[config.mk]
export PLATFORM = sky130hd
export DESIGN_NAME = tflag_unit
export DESIGN_NICKNAME = d
export VERILOG_FILES = /design/src/rtl/tflag_pkg.sv /design/src/rtl/tflag_opsel.sv /design/src/rtl/tflag_relcmp.sv /design/src/rtl/tflag_lanecmp.sv /design/src/rtl/tflag_unit.sv
export SDC_FILE = /design/constraint.sdc
export NUM_CORES = 1
export LEC_CHECK = 0
export BUFFER_PORTS_ARGS = -buffer_cell sky130_fd_sc_hd__buf_2
export CORE_MARGIN = 4
export CORE_UTILIZATION = 53
export DETAILED_ROUTE_END_ITERATION = 12
export PLACE_DENSITY = 0.86
export RECOVER_POWER = 100
export SYNTH_ARGS = -nofsm -noshare
export SYNTH_HDL_FRONTEND = slang
export SYNTH_SLANG_ARGS = --single-unit
[constraint.sdc]
create_clock -name vclk -period 9.4
set_clock_uncertainty 0.05 [all_clocks]
set_input_delay 0.94 -clock vclk [all_inputs]
set_output_delay 0.94 -clock vclk [all_outputs]
set_load 0.1 [all_outputs]
[src/rtl/tflag_pkg.sv]
package tflag_pkg;

  localparam int DATA_W = 32;
  localparam int IMM_W  = 8;
  localparam int LANE_W = 8;

  typedef enum logic [3:0] {
    OP_NONE  = 4'd0,
    OP_EQ    = 4'd1,
    OP_SGE   = 4'd2,
    OP_SGT   = 4'd3,
    OP_UGT   = 4'd4,
    OP_UGE   = 4'd5,
    OP_POS   = 4'd6,
    OP_NNEG  = 4'd7,
    OP_LANE  = 4'd8,
    OP_EQIMM = 4'd9,
    OP_TEST  = 4'd10,
    OP_TESTI = 4'd11,
    OP_SET   = 4'd12,
    OP_CLR   = 4'd13,
    OP_MOVE  = 4'd14,
    OP_RSVD  = 4'd15
  } tf_op_e;

  // Ordering flags derived from one subtraction.
  typedef struct packed {
    logic eq;
    logic u_ge;
    logic u_gt;
    logic s_ge;
    logic s_gt;
  } rel_flags_t;

  function automatic logic [DATA_W-1:0] imm_sext(input logic [IMM_W-1:0] v);
    return {{(DATA_W-IMM_W){v[IMM_W-1]}}, v};
  endfunction

  function automatic logic [DATA_W-1:0] imm_zext(input logic [IMM_W-1:0] v);
    return {{(DATA_W-IMM_W){1'b0}}, v};
  endfunction

  // a compared against b; borrow and overflow of a - b give every relation.
  function automatic rel_flags_t rel_eval(input logic [DATA_W-1:0] a,
                                          input logic [DATA_W-1:0] b);
    logic [DATA_W:0] diff;
    logic            ovf;
    logic            s_lt;
    rel_flags_t      f;
    diff   = {1'b0, a} - {1'b0, b};
    ovf    = (a[DATA_W-1] ^ b[DATA_W-1]) & (diff[DATA_W-1] ^ a[DATA_W-1]);
    s_lt   = diff[DATA_W-1] ^ ovf;
    f.eq   = (diff[DATA_W-1:0] == '0);
    f.u_ge = ~diff[DATA_W];
    f.u_gt = ~diff[DATA_W] & ~f.eq;
    f.s_ge = ~s_lt;
    f.s_gt = ~s_lt & ~f.eq;
    return f;
  endfunction

endpackage

[src/rtl/tflag_opsel.sv]
module tflag_opsel
  import tflag_pkg::*;
#(
  parameter int W  = DATA_W,
  parameter int IW = IMM_W
) (
  input  tf_op_e        op,
  input  logic [W-1:0]  rm,
  input  logic [W-1:0]  rn,
  input  logic [W-1:0]  r0,
  input  logic [IW-1:0] imm,
  output logic [W-1:0]  rel_a,
  output logic [W-1:0]  rel_b,
  output logic [W-1:0]  tst_a,
  output logic [W-1:0]  tst_b
);
  // Relation operands: r0/sext(imm) for immediate equal, rn/0 for sign tests.
  always_comb begin
    rel_a = rn;
    rel_b = rm;
    unique case (op)
      OP_EQIMM: begin
        rel_a = r0;
        rel_b = imm_sext(imm);
      end
      OP_POS, OP_NNEG: rel_b = '0;
      default: ;
    endcase
  end

  // Test operands: immediate form always pairs r0 with zero-extended imm.
  always_comb begin
    if (op == OP_TESTI) begin
      tst_a = r0;
      tst_b = imm_zext(imm);
    end else begin
      tst_a = rn;
      tst_b = rm;
    end
  end
endmodule

[src/rtl/tflag_relcmp.sv]
module tflag_relcmp
  import tflag_pkg::*;
#(
  parameter int W = DATA_W
) (
  input  logic [W-1:0] a,
  input  logic [W-1:0] b,
  output rel_flags_t   flags
);
  always_comb flags = rel_eval(a, b);
endmodule

[src/rtl/tflag_lanecmp.sv]
module tflag_lanecmp
  import tflag_pkg::*;
#(
  parameter int W  = DATA_W,
  parameter int LW = LANE_W
) (
  input  logic [W-1:0]      a,
  input  logic [W-1:0]      b,
  output logic [W/LW-1:0]   lane_hit,
  output logic              any_hit
);
  localparam int NLANE = W / LW;

  for (genvar g = 0; g < NLANE; g++) begin : g_lane
    assign lane_hit[g] = (a[g*LW +: LW] == b[g*LW +: LW]);
  end

  assign any_hit = |lane_hit;
endmodule

[src/rtl/tflag_unit.sv]
module tflag_unit
  import tflag_pkg::*;
#(
  parameter int W  = DATA_W,
  parameter int IW = IMM_W,
  parameter int LW = LANE_W
) (
  input  logic [3:0]    op,
  input  logic [W-1:0]  rm,
  input  logic [W-1:0]  rn,
  input  logic [W-1:0]  r0,
  input  logic [IW-1:0] imm,
  input  logic          t_in,
  output logic          t_next,
  output logic [W-1:0]  movt_val
);
  localparam int NLANE = W / LW;

  tf_op_e           op_e;
  logic [W-1:0]     rel_a, rel_b, tst_a, tst_b;
  rel_flags_t       rel;
  logic [NLANE-1:0] lane_hit;
  logic             lane_any;
  logic             tst_zero;

  assign op_e = tf_op_e'(op);

  tflag_opsel #(.W(W), .IW(IW)) u_sel (
    .op(op_e), .rm(rm), .rn(rn), .r0(r0), .imm(imm),
    .rel_a(rel_a), .rel_b(rel_b), .tst_a(tst_a), .tst_b(tst_b)
  );

  tflag_relcmp #(.W(W)) u_rel (.a(rel_a), .b(rel_b), .flags(rel));

  tflag_lanecmp #(.W(W), .LW(LW)) u_lane (
    .a(rn), .b(rm), .lane_hit(lane_hit), .any_hit(lane_any)
  );

  assign tst_zero = ((tst_a & tst_b) == '0);

  always_comb begin
    t_next = t_in;
    unique case (op_e)
      OP_EQ, OP_EQIMM:  t_next = rel.eq;
      OP_SGE, OP_NNEG:  t_next = rel.s_ge;
      OP_SGT, OP_POS:   t_next = rel.s_gt;
      OP_UGT:           t_next = rel.u_gt;
      OP_UGE:           t_next = rel.u_ge;
      OP_LANE:          t_next = lane_any;
      OP_TEST, OP_TESTI: t_next = tst_zero;
      OP_SET:           t_next = 1'b1;
      OP_CLR:           t_next = 1'b0;
      default:          t_next = t_in;
    endcase
  end

  assign movt_val = (op_e == OP_MOVE) ? {{(W-1){1'b0}}, t_in} : '0;
endmodule

==> out/results.txt, run 1 <==
The run finished with clean final reports. The post-DP HPWL was 12120 um; the clock period minus worst slack was 8.916 ns. For the met3 track utilization from global routing, the log shows 4.225%.

Summing over every cut layer, the via total after detailed routing is 4399. For the count of clock-net buffers in the final layout, the log shows 0. Buffers added to address setup during post-CTS repair amount to 0. After synthesis, the largest family of logic cells by area is compound AO/OA/AOI/OAI gates. After technology mapping, the gate count stands at 510.

The run gives 142 as the top-level port count. In the routed design, unresolved DRC markers number 0. The total power divided by cell area came out at 91.48 nW/um2. The initial antenna violation count is 0. Summed over all cells, the static leakage comes to 1.837 nW. The number of failing hold endpoints at the final stage is 0, and the maximum clock frequency is 112.2 MHz. The final RePlAce weighted congestion was 1.004. The library cells used most frequently in the layout, excluding fill and tap cells, are sky130_fd_sc_hd__buf_2, sky130_fd_sc_hd__a21oi_1, sky130_fd_sc_hd__nand2_1. Yosys printed 0 warnings.

The multi-input combinational cell area is 3408 um2. Summing the areas of all xor and xnor instances in the mapped netlist gives 9.976% of the synthesized area. In this run the remaining antenna-violating nets after routing total 0. The logs give 6 for the total iterations of the first detailed-routing run and 669 for the count of fill cells added during filler insertion. Timing analysis after detailed placement gives a worst setup slack of 0.6605 ns. The total track usage came out at 31.22%. The tightest min-delay check is of the input pin to output pin type. The post-synthesis adder-cell area fraction was 11.94%. The worst setup path is captured at an output pin. The start-to-end type of the worst setup path is input pin to output pin.

The run gives 7.93 ns as the arrival time at the worst endpoint. The number of hold buffers added after CTS is 0. Summing the areas of all compound-gate instances in the mapped netlist gives 33.97% of the synthesized area. Wire length of the first global-routing pass: 21530 um. The overall die area was 8356 um2.

Setup repair after global routing left no endpoint under its margin. The die is 91.41 um wide. The unique cell type count in the Yosys netlist was 75. STA classifies the critical path startpoint as an input pin. The most heavily used metal layer in global routing was met2. The run gives 256 as the count of routing violations after the opening detailed-route iteration.

Summed over all layers, the routed wires come to 13960 um. The vertical die dimension works out to 91.41 um. For the met1 layer usage reported by global route, the log shows 43.08%. Entering global routing, the biggest net connects 26 pins. The number of gates resized after CTS was 0. The total number of placement rows was 30; the via-per-instance ratio was 6.284. The logs give 0 for the number of pins with negative max-slew slack in the final report and 0 for the number of antenna repair diodes. The mapped netlist covers 3687 um2. The tools report the number of nets in the final layout as 749.

Leaving out fill and tap cells, the most frequent cell in the layout is sky130_fd_sc_hd__buf_2. The finished cells cover 4158 um2. The maximum fanout count along the critical path was 23; the setup TNS was 0 ns.

Cell area after placement: 4159 um2. After floorplanning, the core was sized to cover 6794 um2. At the worst endpoint, the required time is 8.41 ns.

The logs give 0.06966 mV for the maximum ir drop on the vdd rail and 4094 for the via count of the first global-routing pass. The synthesized netlist devotes 21.00% of its cell area to simple gates. Once routing completed, OpenROAD measured the worst setup slack at 0.4841 ns. Pin slew with the least headroom to its limit: 1.168 ns. The port buffer count works out to 111. The area growth from synthesis to layout is 12.76%. The number of max-capacitance violations reported is 0, and the multiplexer area fraction after synthesis is 11.91%. Count of endpoints failing setup in the final report: 0. For met2 alone, demand over resource in global routing was 51.37%. The mean routed wirelength per cell is 19.95 um, and the count of sequential standard cells is 0.

Once the floorplan was initialized, standard cells occupied 54.27% of the core. The flip-flop and latch area is 0 um2, and the proportion of layout cells with a drive suffix above 1 is 28.31%. The headroom to the max-slew limit was 22.49%. Global routing finished with a remaining overflow of 0. The post-synthesis area per instance is 7.230 um2. After layout, the worst path uses 94.85% of the clock period.

The run gives 0% as the share of the yosys chip area belonging to registers.
through the flow:
stage / hold slack (ns) / utilization [%] / instances / total power, mW
detailed placement: 2.378 / 61.22 / 700 / 0.3706
floorplan: 2.224 / - / 540 / 0.2890
finish: 2.492 / 61.20 / 700 / 0.3804
CTS: 2.379 / 61.22 / 700 / 0.3723
global placement: 2.378 / 61.22 / 700 / 0.3674
global route: 2.523 / 61.20 / 700 / 0.4083
worst max-delay path, stage by stage:
cell	delay, ns
sky130_fd_sc_hd__buf_2	0.18
sky130_fd_sc_hd__or2b_2	0.34
sky130_fd_sc_hd__nor3_2	0.14
sky130_fd_sc_hd__buf_4	0.31
sky130_fd_sc_hd__and2_1	0.44
sky130_fd_sc_hd__a21oi_1	0.09
sky130_fd_sc_hd__ha_1	0.43
sky130_fd_sc_hd__a21oi_1	0.40
sky130_fd_sc_hd__o21a_1	0.17
sky130_fd_sc_hd__nand3_1	0.15
sky130_fd_sc_hd__nand2_1	0.10
sky130_fd_sc_hd__a31oi_1	0.12
sky130_fd_sc_hd__a221o_1	0.39
sky130_fd_sc_hd__a21oi_1	0.15
sky130_fd_sc_hd__o21ai_0	0.11
sky130_fd_sc_hd__a21o_1	0.20
sky130_fd_sc_hd__fa_1	0.45
sky130_fd_sc_hd__or3b_2	0.45
sky130_fd_sc_hd__a2111oi_0	0.28
sky130_fd_sc_hd__o211ai_1	0.15
sky130_fd_sc_hd__a211oi_1	0.28
sky130_fd_sc_hd__nand3_1	0.15
sky130_fd_sc_hd__nor4_4	0.23
sky130_fd_sc_hd__nand4_1	0.13
sky130_fd_sc_hd__nor4_2	0.35
sky130_fd_sc_hd__a41oi_1	0.19
sky130_fd_sc_hd__o2bb2ai_2	0.14
sky130_fd_sc_hd__buf_2	0.44
synth_stat cells (2+ instances only):
master                      number  area share [%]
sky130_fd_sc_hd__a2111oi_0       3            0.71
sky130_fd_sc_hd__a211o_1         3            0.71
sky130_fd_sc_hd__a211oi_1        9             1.8
sky130_fd_sc_hd__a21o_1         10             2.0
sky130_fd_sc_hd__a21o_2          3            0.71
sky130_fd_sc_hd__a21oi_1        58             7.9
sky130_fd_sc_hd__a21oi_2         2            0.48
sky130_fd_sc_hd__a221oi_1        7             1.7
sky130_fd_sc_hd__a222oi_1        2            0.54
sky130_fd_sc_hd__a22o_1          8             1.9
sky130_fd_sc_hd__a22oi_1        12             2.4
sky130_fd_sc_hd__a31oi_1         3            0.51
sky130_fd_sc_hd__a41oi_1         2            0.48
sky130_fd_sc_hd__and2_1          3            0.51
sky130_fd_sc_hd__and3_1          3            0.51
sky130_fd_sc_hd__buf_4          31             6.3
sky130_fd_sc_hd__clkbuf_1       15             1.5
sky130_fd_sc_hd__clkbuf_8        2            0.75
sky130_fd_sc_hd__fa_1            2             1.1
sky130_fd_sc_hd__ha_1           32              11
sky130_fd_sc_hd__inv_1          12             1.2
sky130_fd_sc_hd__mux2_2         31             9.5
sky130_fd_sc_hd__mux2i_1         9             2.4
sky130_fd_sc_hd__nand2_1        43             4.4
sky130_fd_sc_hd__nand3_1         9             1.2
sky130_fd_sc_hd__nand4_1        14             2.4
sky130_fd_sc_hd__nor2_1         31             3.2
sky130_fd_sc_hd__nor2b_1         5            0.85
sky130_fd_sc_hd__nor3_1          8             1.1
sky130_fd_sc_hd__nor3b_1         3            0.61
sky130_fd_sc_hd__nor4_1          6             1.0
sky130_fd_sc_hd__nor4_2          2            0.68
sky130_fd_sc_hd__nor4b_1         2            0.48
sky130_fd_sc_hd__o211ai_1        7             1.4
sky130_fd_sc_hd__o21a_1          6             1.2
sky130_fd_sc_hd__o21ai_0        27             3.7
sky130_fd_sc_hd__o21bai_1        2            0.41
sky130_fd_sc_hd__o22ai_1         2            0.34
sky130_fd_sc_hd__o2bb2ai_1       2            0.48
sky130_fd_sc_hd__o311a_1         2            0.54
sky130_fd_sc_hd__or2_2           2            0.34
sky130_fd_sc_hd__or3_1           2            0.34
sky130_fd_sc_hd__xnor2_1        21             5.0
sky130_fd_sc_hd__xor2_1         21             5.0
logic make-up (layout without fill, tap and decap cells):
logic type,count (synthesis),in the layout
AO/OA/AOI/OAI,184,184
AND/OR/NAND/NOR,146,146
buffers and inverters,63,127
XOR/XNOR,42,42
multiplexers,40,40
adder cells (fa/ha/maj),34,34
other,1,31
routing by layer:
| layer | vias up | share of wire, % | wire length (um) |
|---|---|---|---|
| li1 | 2081 | - | - |
| met1 | 2019 | 43 | 5955 |
| met2 | 273 | 45 | 6284 |
| met3 | 26 | 10 | 1406 |
| met4 | 0 | 2.3 | 316 |
| met5 | - | 0 | 0 |
power breakdown:
group | internal, mW | switching (mW)
logic | 0.131 | 0.249
registers | 0 | 0
clock network | 0 | 0
total | 0.131 | 0.249
area by class of cell:
type	instances	area share, %
well taps	96	2.889
repair buffers	115	14.05
inverters	12	1.083
multi-input cells	477	81.97
worst paths after layout:
kind                  slack [ns]  start     end  depth (start not counted)
worst max-delay path        0.48  op[0]  t_next                         28
worst min-delay path        2.49   t_in  t_next                          4
(Power assumes the default switching activity.)
==> inputs of run 2 (changes only) <==
Settings changed: ABC_AREA set to 1, CORE_ASPECT_RATIO set to 2, CORE_UTILIZATION 53 to 54, PLACE_DENSITY 0.86 to 0.85.
==> run 2 against run 1 <==
Compared with the run above: via count is 30% higher; sequential share of layout area stayed put; first-iteration DRC count is 47% higher; combinational power is 9.2% higher; flip-flop and latch count stayed put; clock-buffer cell count stayed put; area after synthesis is 17% higher; largest power group unchanged.
==> out/results.txt, run 2 <==
The setup TNS is 0 ns (unchanged), and the cell area after placement is 4812 um2 (+16%). The port buffer count works out to 111 (unchanged). The number of nets in the final layout was 1119 (+49%); the number of remaining DRC errors was 0 (unchanged). The proportion of layout cells with a drive suffix above 1 is 16.63% (-12 points).

The post-cts gate resize count was 0 (unchanged). After synthesis, the most frequently instantiated cells are sky130_fd_sc_hd__nand2_1, sky130_fd_sc_hd__inv_1, sky130_fd_sc_hd__nor2_1, sky130_fd_sc_hd__nand3_1, sky130_fd_sc_hd__o21ai_0. On the critical path the largest part of the delay comes from simple AND/OR/NAND/NOR gates.

The clock period minus worst slack came out at 7.168 ns (-1.748 ns). The maximum fanout count along the critical path came out at 51 (+120%). The fraction of power spent switching nets came out at 69.87% (+4.3 points).

The largest family of logic cells by synthesized area is simple AND/OR/NAND/NOR gates. The arrival time at the worst endpoint came out at 6.18 ns (-1.75 ns). The relative area change from synthesis to final layout was 11.90%; the proportion of power drawn by flip-flops and latches was 0% (unchanged).

The tools report the via count of the first global-routing pass as 5441 (+33%). The critical-path cell with the highest stage delay was sky130_fd_sc_hd__nand2_1. The final core utilization was 62.83% (+1.6 points). By area the synthesized netlist is led by sky130_fd_sc_hd__nand2_1, sky130_fd_sc_hd__inv_1, sky130_fd_sc_hd__ha_1, sky130_fd_sc_hd__nand3_1, sky130_fd_sc_hd__o21ai_0.

Maximum clock frequency: 139.5 MHz (+24%). The number of buffer and inverter instances along the worst setup path was 6 (+3). The cell type with the largest total area after synthesis was sky130_fd_sc_hd__nand2_1. The largest incremental delay on the critical path is 0.50 ns (+0.05 ns). The via-per-instance ratio is 5.347 (-15%). The total of warnings raised by yosys is 0 (unchanged), and the die width is 71.09 um (-22%).

The share of the yosys chip area belonging to registers is 0% (unchanged), and the pin slew with the least headroom to its limit is 1.165 ns (-0.002415 ns). Count of routing violations after the opening detailed-route iteration: 377 (+47%). The maximum ir drop on the vdd rail was 0.05169 mV (-26%); the count of cell instances traversed by the critical path was 33 (+18%). The run finished with clean final reports. Among all cell types in the netlist, the one instantiated most often is sky130_fd_sc_hd__nand2_1.

The logs give 0 (unchanged) for the number of failing hold endpoints at the final stage and 0 um2 (unchanged) for the flip-flop and latch area. The capturing instance or port of the critical path was t_next. The instance count of the mapped netlist is 875 (+72%). The initial antenna violation count was 0 (unchanged). The vertical die dimension came out at 134.2 um (+47%). The area share of the largest cell type after synthesis came out at 29.60% (+19 points).

The logs give 0 (unchanged) for the overflow left after global routing and 0 (unchanged) for the number of hold buffers added after CTS. For the post-synthesis instance area, the log shows 4299 um2 (+17%). Via count of the routed design: 5711 (+30%). The start-to-end type of the worst setup path is input pin to output pin. The mean routed wirelength per cell was 13.97 um (-30%).

The logs give 14920 um (+6.9%) for the routed wire length and 0 (unchanged) for the number of antenna repair diodes. The share of the clock period used by the worst path after layout is 76.25% (-19 points), and the net switching power is 0.2901 mW (+16%). The number of pins with negative max-slew slack in the final report came out at 0 (unchanged).

The number of max-capacitance violations reported came out at 0 (unchanged). The leakage dissipation is 3.036 nW (+65%), and the total number of placement rows is 45 (+50%). The total power divided by cell area was 86.31 nW/um2 (-5.6%). The post-synthesis adder-cell area fraction came out at 10.24% (-1.7 points). The total iterations of the first detailed-routing run came out at 6 (unchanged).

The run gives 30.68% (-0.54 points) as the total track usage. The run gives 1068 (+53%) as the cell total after placement. The tools report the headroom to the max-slew limit as 22.65% (+0.16 points).

The tools report the effective utilization at floorplan as 56.14% (+1.9 points). The tools report the top-level port count as 142 (unchanged). The count of clock-net buffers in the final layout was 0 (unchanged); the overall die area was 9539 um2 (+14%). For the count of sequential standard cells, the log shows 0 (unchanged).

The tools report the finished layout cell area as 4811 um2 (+16%). The top cell types in the final layout, fill and taps aside, are sky130_fd_sc_hd__nand2_1, sky130_fd_sc_hd__inv_1, sky130_fd_sc_hd__buf_2. The count of endpoints failing setup in the final report is 0 (unchanged). The core footprint is 7657 um2 (+13%), and the clock share of power is 0% (unchanged).

The simple-gate area share of the yosys netlist is 52.53% (+32 points). Setup repair after global routing left no endpoint under its margin. The cell repeated most along the worst path was sky130_fd_sc_hd__nand2_1.

The xor and xnor fraction of the mapped netlist area was 4.278% (-5.7 points); the area fraction in compound gates after synthesis was 12.34% (-22 points). The cell depth of the worst min-delay path was 6 (+2). The leading cell type in the layout, fill and taps excluded is sky130_fd_sc_hd__nand2_1. The required time at the worst-slack endpoint was 8.41 ns (about the same); the post-DP HPWL was 13120 um (+8.3%). The wire length of the first global-routing pass was 24160 um (+12%); the final RePlAce weighted congestion was 0.9908 (-1.3%). The cell-internal power is 0.1251 mW (-4.4%).

The post-synthesis area per instance was 4.913 um2 (-32%). The tools report the worst setup path startpoint as op[0]. The multiplexer area fraction after synthesis is 0% (-12 points). The count of placed standard cells in the final layout, fillers left out was 1068 (+53%). STA classifies the critical path endpoint as an output pin.

Smallest hold slack: 2.428 ns (-0.06443 ns). The run gives 52 (+100%) as the maximum number of pins on one net before global-route repair. The logs give 0 (unchanged) for the number of post-CTS setup repair buffers and 0 (unchanged) for the number of nets with antenna violations after routing. The combinational power share is 100.0% (about the same). STA classifies the critical path startpoint as an input pin. The run gives 37 (-51%) as the unique cell type count in the Yosys netlist. Worst hold path class: input pin to output pin.
run 2: changes by cell type in the layout (fill, tap and decap cells not counted), moves of 8 or more:
cell	delta
sky130_fd_sc_hd__mux2i_1	-9
sky130_fd_sc_hd__a211oi_1	-9
sky130_fd_sc_hd__nand3_1	+42
sky130_fd_sc_hd__nor2_2	+8
sky130_fd_sc_hd__o21ai_0	+22
sky130_fd_sc_hd__nor2_1	+28
sky130_fd_sc_hd__a21oi_1	-36
sky130_fd_sc_hd__xor2_1	-17
sky130_fd_sc_hd__inv_1	+143
sky130_fd_sc_hd__mux2_2	-31
sky130_fd_sc_hd__a21o_1	-9
sky130_fd_sc_hd__nand2_1	+296
sky130_fd_sc_hd__nand2_2	+17
run 2: through the flow:
step	power, mW	worst slack, ns
3_5_place_dp	0.4054	2.306
2_1_floorplan	0.3139	3.338
4_1_cts	0.4071	2.284
3_3_place_gp	0.4025	2.426
6_report	0.4152	2.232
5_1_grt	0.4584	1.667
run 2: tightest hold or removal path, delay by kind of cell:
kind          cells  cell delay, ns
simple gates      2            0.11
buf+inv           4            0.48
run 2: final cells by class:
class              count  area (um2)
well taps             94       117.6
repair buffers       112       561.8
inverters            159       596.8
multi-input cells    703        3535
fillers              868        2846
run 2: worst min path at each step:
stage	slack, ns	end	startpoint
2_1_floorplan	2.19	movt_val[0]	op[0]
3_3_place_gp	2.32	movt_val[0]	op[0]
3_5_place_dp	2.33	movt_val[0]	op[0]
4_1_cts	2.33	movt_val[0]	op[0]
5_1_grt	2.50	t_next	t_in
6_report	2.43	t_next	t_in
run 2: cell families after synthesis:
group                    after synthesis
adder cells (fa/ha/maj)               34
AO/OA/AOI/OAI                         93
other                                  1
AND/OR/NAND/NOR                      524
buffers and inverters                202
XOR/XNOR                              21
run 2: metal layers:
metal,vias to the layer above,GRT usage (%),wire length (um)
met5,-,0,0
met4,0,15.17,943
li1,2866,-,-
met2,294,59.31,7833
met1,2468,32.25,5225
met3,83,1.800,922
run 2: power by group through the flow:
stage               registers [mW]  logic (mW)  clock network [mW]
floorplan                        0       0.314                   0
global placement                 0       0.403                   0
detailed placement               0       0.405                   0
CTS                              0       0.407                   0
global route                     0       0.458                   0
finish                           0       0.415                   0
==> inputs of run 3 (changes only) <==
Clock period 9.4 ns to 7.1 ns, I/O delays scaled along.
==> run 3 against run 2 <==
Compared with the run above: setup slack got worse by 1.5 ns; first-iteration DRC count increased by 11%; clock-buffer cell count is the same; final area grew 0.29%; non-clock buffer count rose by 1; core utilization is 0.18 points higher; combinational power grew 33%; largest power group unchanged.
==> out/results.txt, run 3 (synthesis results as in run 2) <==
The cell repeated most along the worst path was sky130_fd_sc_hd__nand2_1. The post-cts gate resize count is 0 (unchanged), and the overall die area is 9539 um2 (unchanged). The number of pins with negative max-slew slack in the final report is 0 (unchanged), and the core footprint is 7657 um2 (unchanged).

For the count of sequential standard cells, the log shows 0 (unchanged). Routed wire length: 14730 um (-1.3%). The headroom to the max-slew limit is 22.78% (+0.13 points). By startpoint and endpoint, the worst setup path is classified as input pin to output pin. The via count of the routed design is 5672 (-0.68%), and the total track usage is 29.43% (-1.2 points).

The overflow left after global routing is 0 (unchanged), and the total power divided by cell area is 113.9 nW/um2 (+32%). The number of nets with antenna violations after routing is 0 (unchanged). The logs give 23070 um (-4.5%) for the wire length of the first global-routing pass and 1.870 ns (-0.5578 ns) for the smallest hold slack. For the count of endpoints failing setup in the final report, the log shows 0 (unchanged).

The library cells used most frequently in the layout, excluding fill and tap cells, are sky130_fd_sc_hd__nand2_1, sky130_fd_sc_hd__inv_1, sky130_fd_sc_hd__buf_2. After layout, the worst path uses 89.78% of the clock period. The initial antenna violation count is 0 (unchanged), and the number of post-CTS setup repair buffers is 0 (unchanged).

The required time at the worst-slack endpoint came out at 6.34 ns (-2.07 ns). The run finished with clean final reports. Derived from the worst setup path, the maximum achievable clock frequency is 156.9 MHz. The number of remaining DRC errors was 0 (unchanged); the final RePlAce weighted congestion was 0.9975 (+0.68%).

The die width came out at 71.09 um (unchanged). Count of cell instances traversed by the critical path: 30 (-9.1%). Setup repair after global routing left no endpoint under its margin.

The run gives 839 (-3.3%) as the count of fill cells added during filler insertion. The flip-flop and latch area is 0 um2 (unchanged), and the number of failing hold endpoints at the final stage is 0 (unchanged). The tools report the top-level port count as 142 (unchanged). The setup TNS is 0 ns (unchanged), and the post-DP HPWL is 13090 um (-0.25%). The count of routing violations after the opening detailed-route iteration is 420 (+11%), and the pin slew with the least headroom to its limit is 1.163 ns (-0.002009 ns).

The vertical die dimension is 134.2 um (unchanged). The largest incremental delay on the critical path works out to 0.50 ns (about the same). The number of nets in the final layout is 1120 (+0.089%), and the overall power consumption is 0.5497 mW (+32%). The via-per-instance ratio is 5.306 (-0.78%).

The tools report the pre-CTS setup slack as 0.7966 ns (-1.510 ns). The worst setup path is launched from an input pin. For the maximum number of pins on one net before global-route repair, the log shows 30 (-42%). The maximum fanout count along the critical path came out at 25 (-51%).

The run gives 0.7256 ns (-1.507 ns) as the worst-case setup margin in the final layout. The total number of placement rows is 45 (unchanged), and the cell depth of the worst min-delay path is 6 (unchanged). The worst setup path is captured at an output pin. The port buffer count was 111 (unchanged). The run gives 8 (+2) as the total iterations of the first detailed-routing run. The critical-path cell with the highest stage delay was sky130_fd_sc_hd__nand2_1. The path class of the tightest hold or removal check is input pin to output pin.

The proportion of layout cells with a drive suffix above 1 works out to 16.72% (+0.086 points). Leaving out fill and tap cells, the most frequent cell in the layout is sky130_fd_sc_hd__nand2_1. For the maximum ir drop on the vdd rail, the log shows 0.06261 mV (+21%). The effective utilization at floorplan is 56.14% (unchanged), and the mean routed wirelength per cell is 13.78 um (-1.4%). The arrival time at the worst endpoint is 5.61 ns (-0.57 ns), and the via count of the first global-routing pass is 5241 (-3.7%). The number of max-capacitance violations reported was 0 (unchanged). The kind of cell adding the most delay to the critical path is simple AND/OR/NAND/NOR gates. The count of clock-net buffers in the final layout was 0 (unchanged); the clock period minus worst slack was 6.374 ns.

The number of antenna repair diodes was 0 (unchanged); the number of hold buffers added after CTS was 0 (unchanged). The number of buffer and inverter instances along the worst setup path is 4 (-2). The relative area change from synthesis to final layout came out at 12.22%. Leakage dissipation: 3.043 nW (+0.22%).
==> run 3: power breakdown <==
group / switching (mW) / leakage [nW] / total [mW] / internal (mW)
logic: 0.382 / 3.04 / 0.550 / 0.167
registers: 0 / 0 / 0 / 0
clock network: 0 / 0 / 0 / 0
==> run 3: layout make-up <==
class | instances | area [um2] | share of cell area (%)
multi-input cells | 703 | 3535 | 73.26
inverters | 159 | 596.8 | 12.37
repair buffers | 113 | 575.6 | 11.93
well taps | 94 | 117.6 | 2.438
==> run 3: routing by layer <==
metal | global-route usage (%) | part of all wire [%]
met2 | 55.43 | 51
met5 | 0 | 0
met4 | 20.19 | 8.4
met1 | 29.93 | 34
met3 | 1.500 | 6.7
==> run 3: worst paths after layout <==
kind | slack [ns] | endpoint | from
setup / recovery | 0.73 | t_next | op[0]
hold / removal | 1.87 | t_next | t_in
==> run 3: stage by stage <==
step	instances	utilization [%]	area, um2
CTS	1069	63.14	4835
global placement	1069	63.14	4835
finish	1069	63.01	4825
floorplan	905	-	4412
global route	1069	63.01	4825
detailed placement	1069	63.14	4835
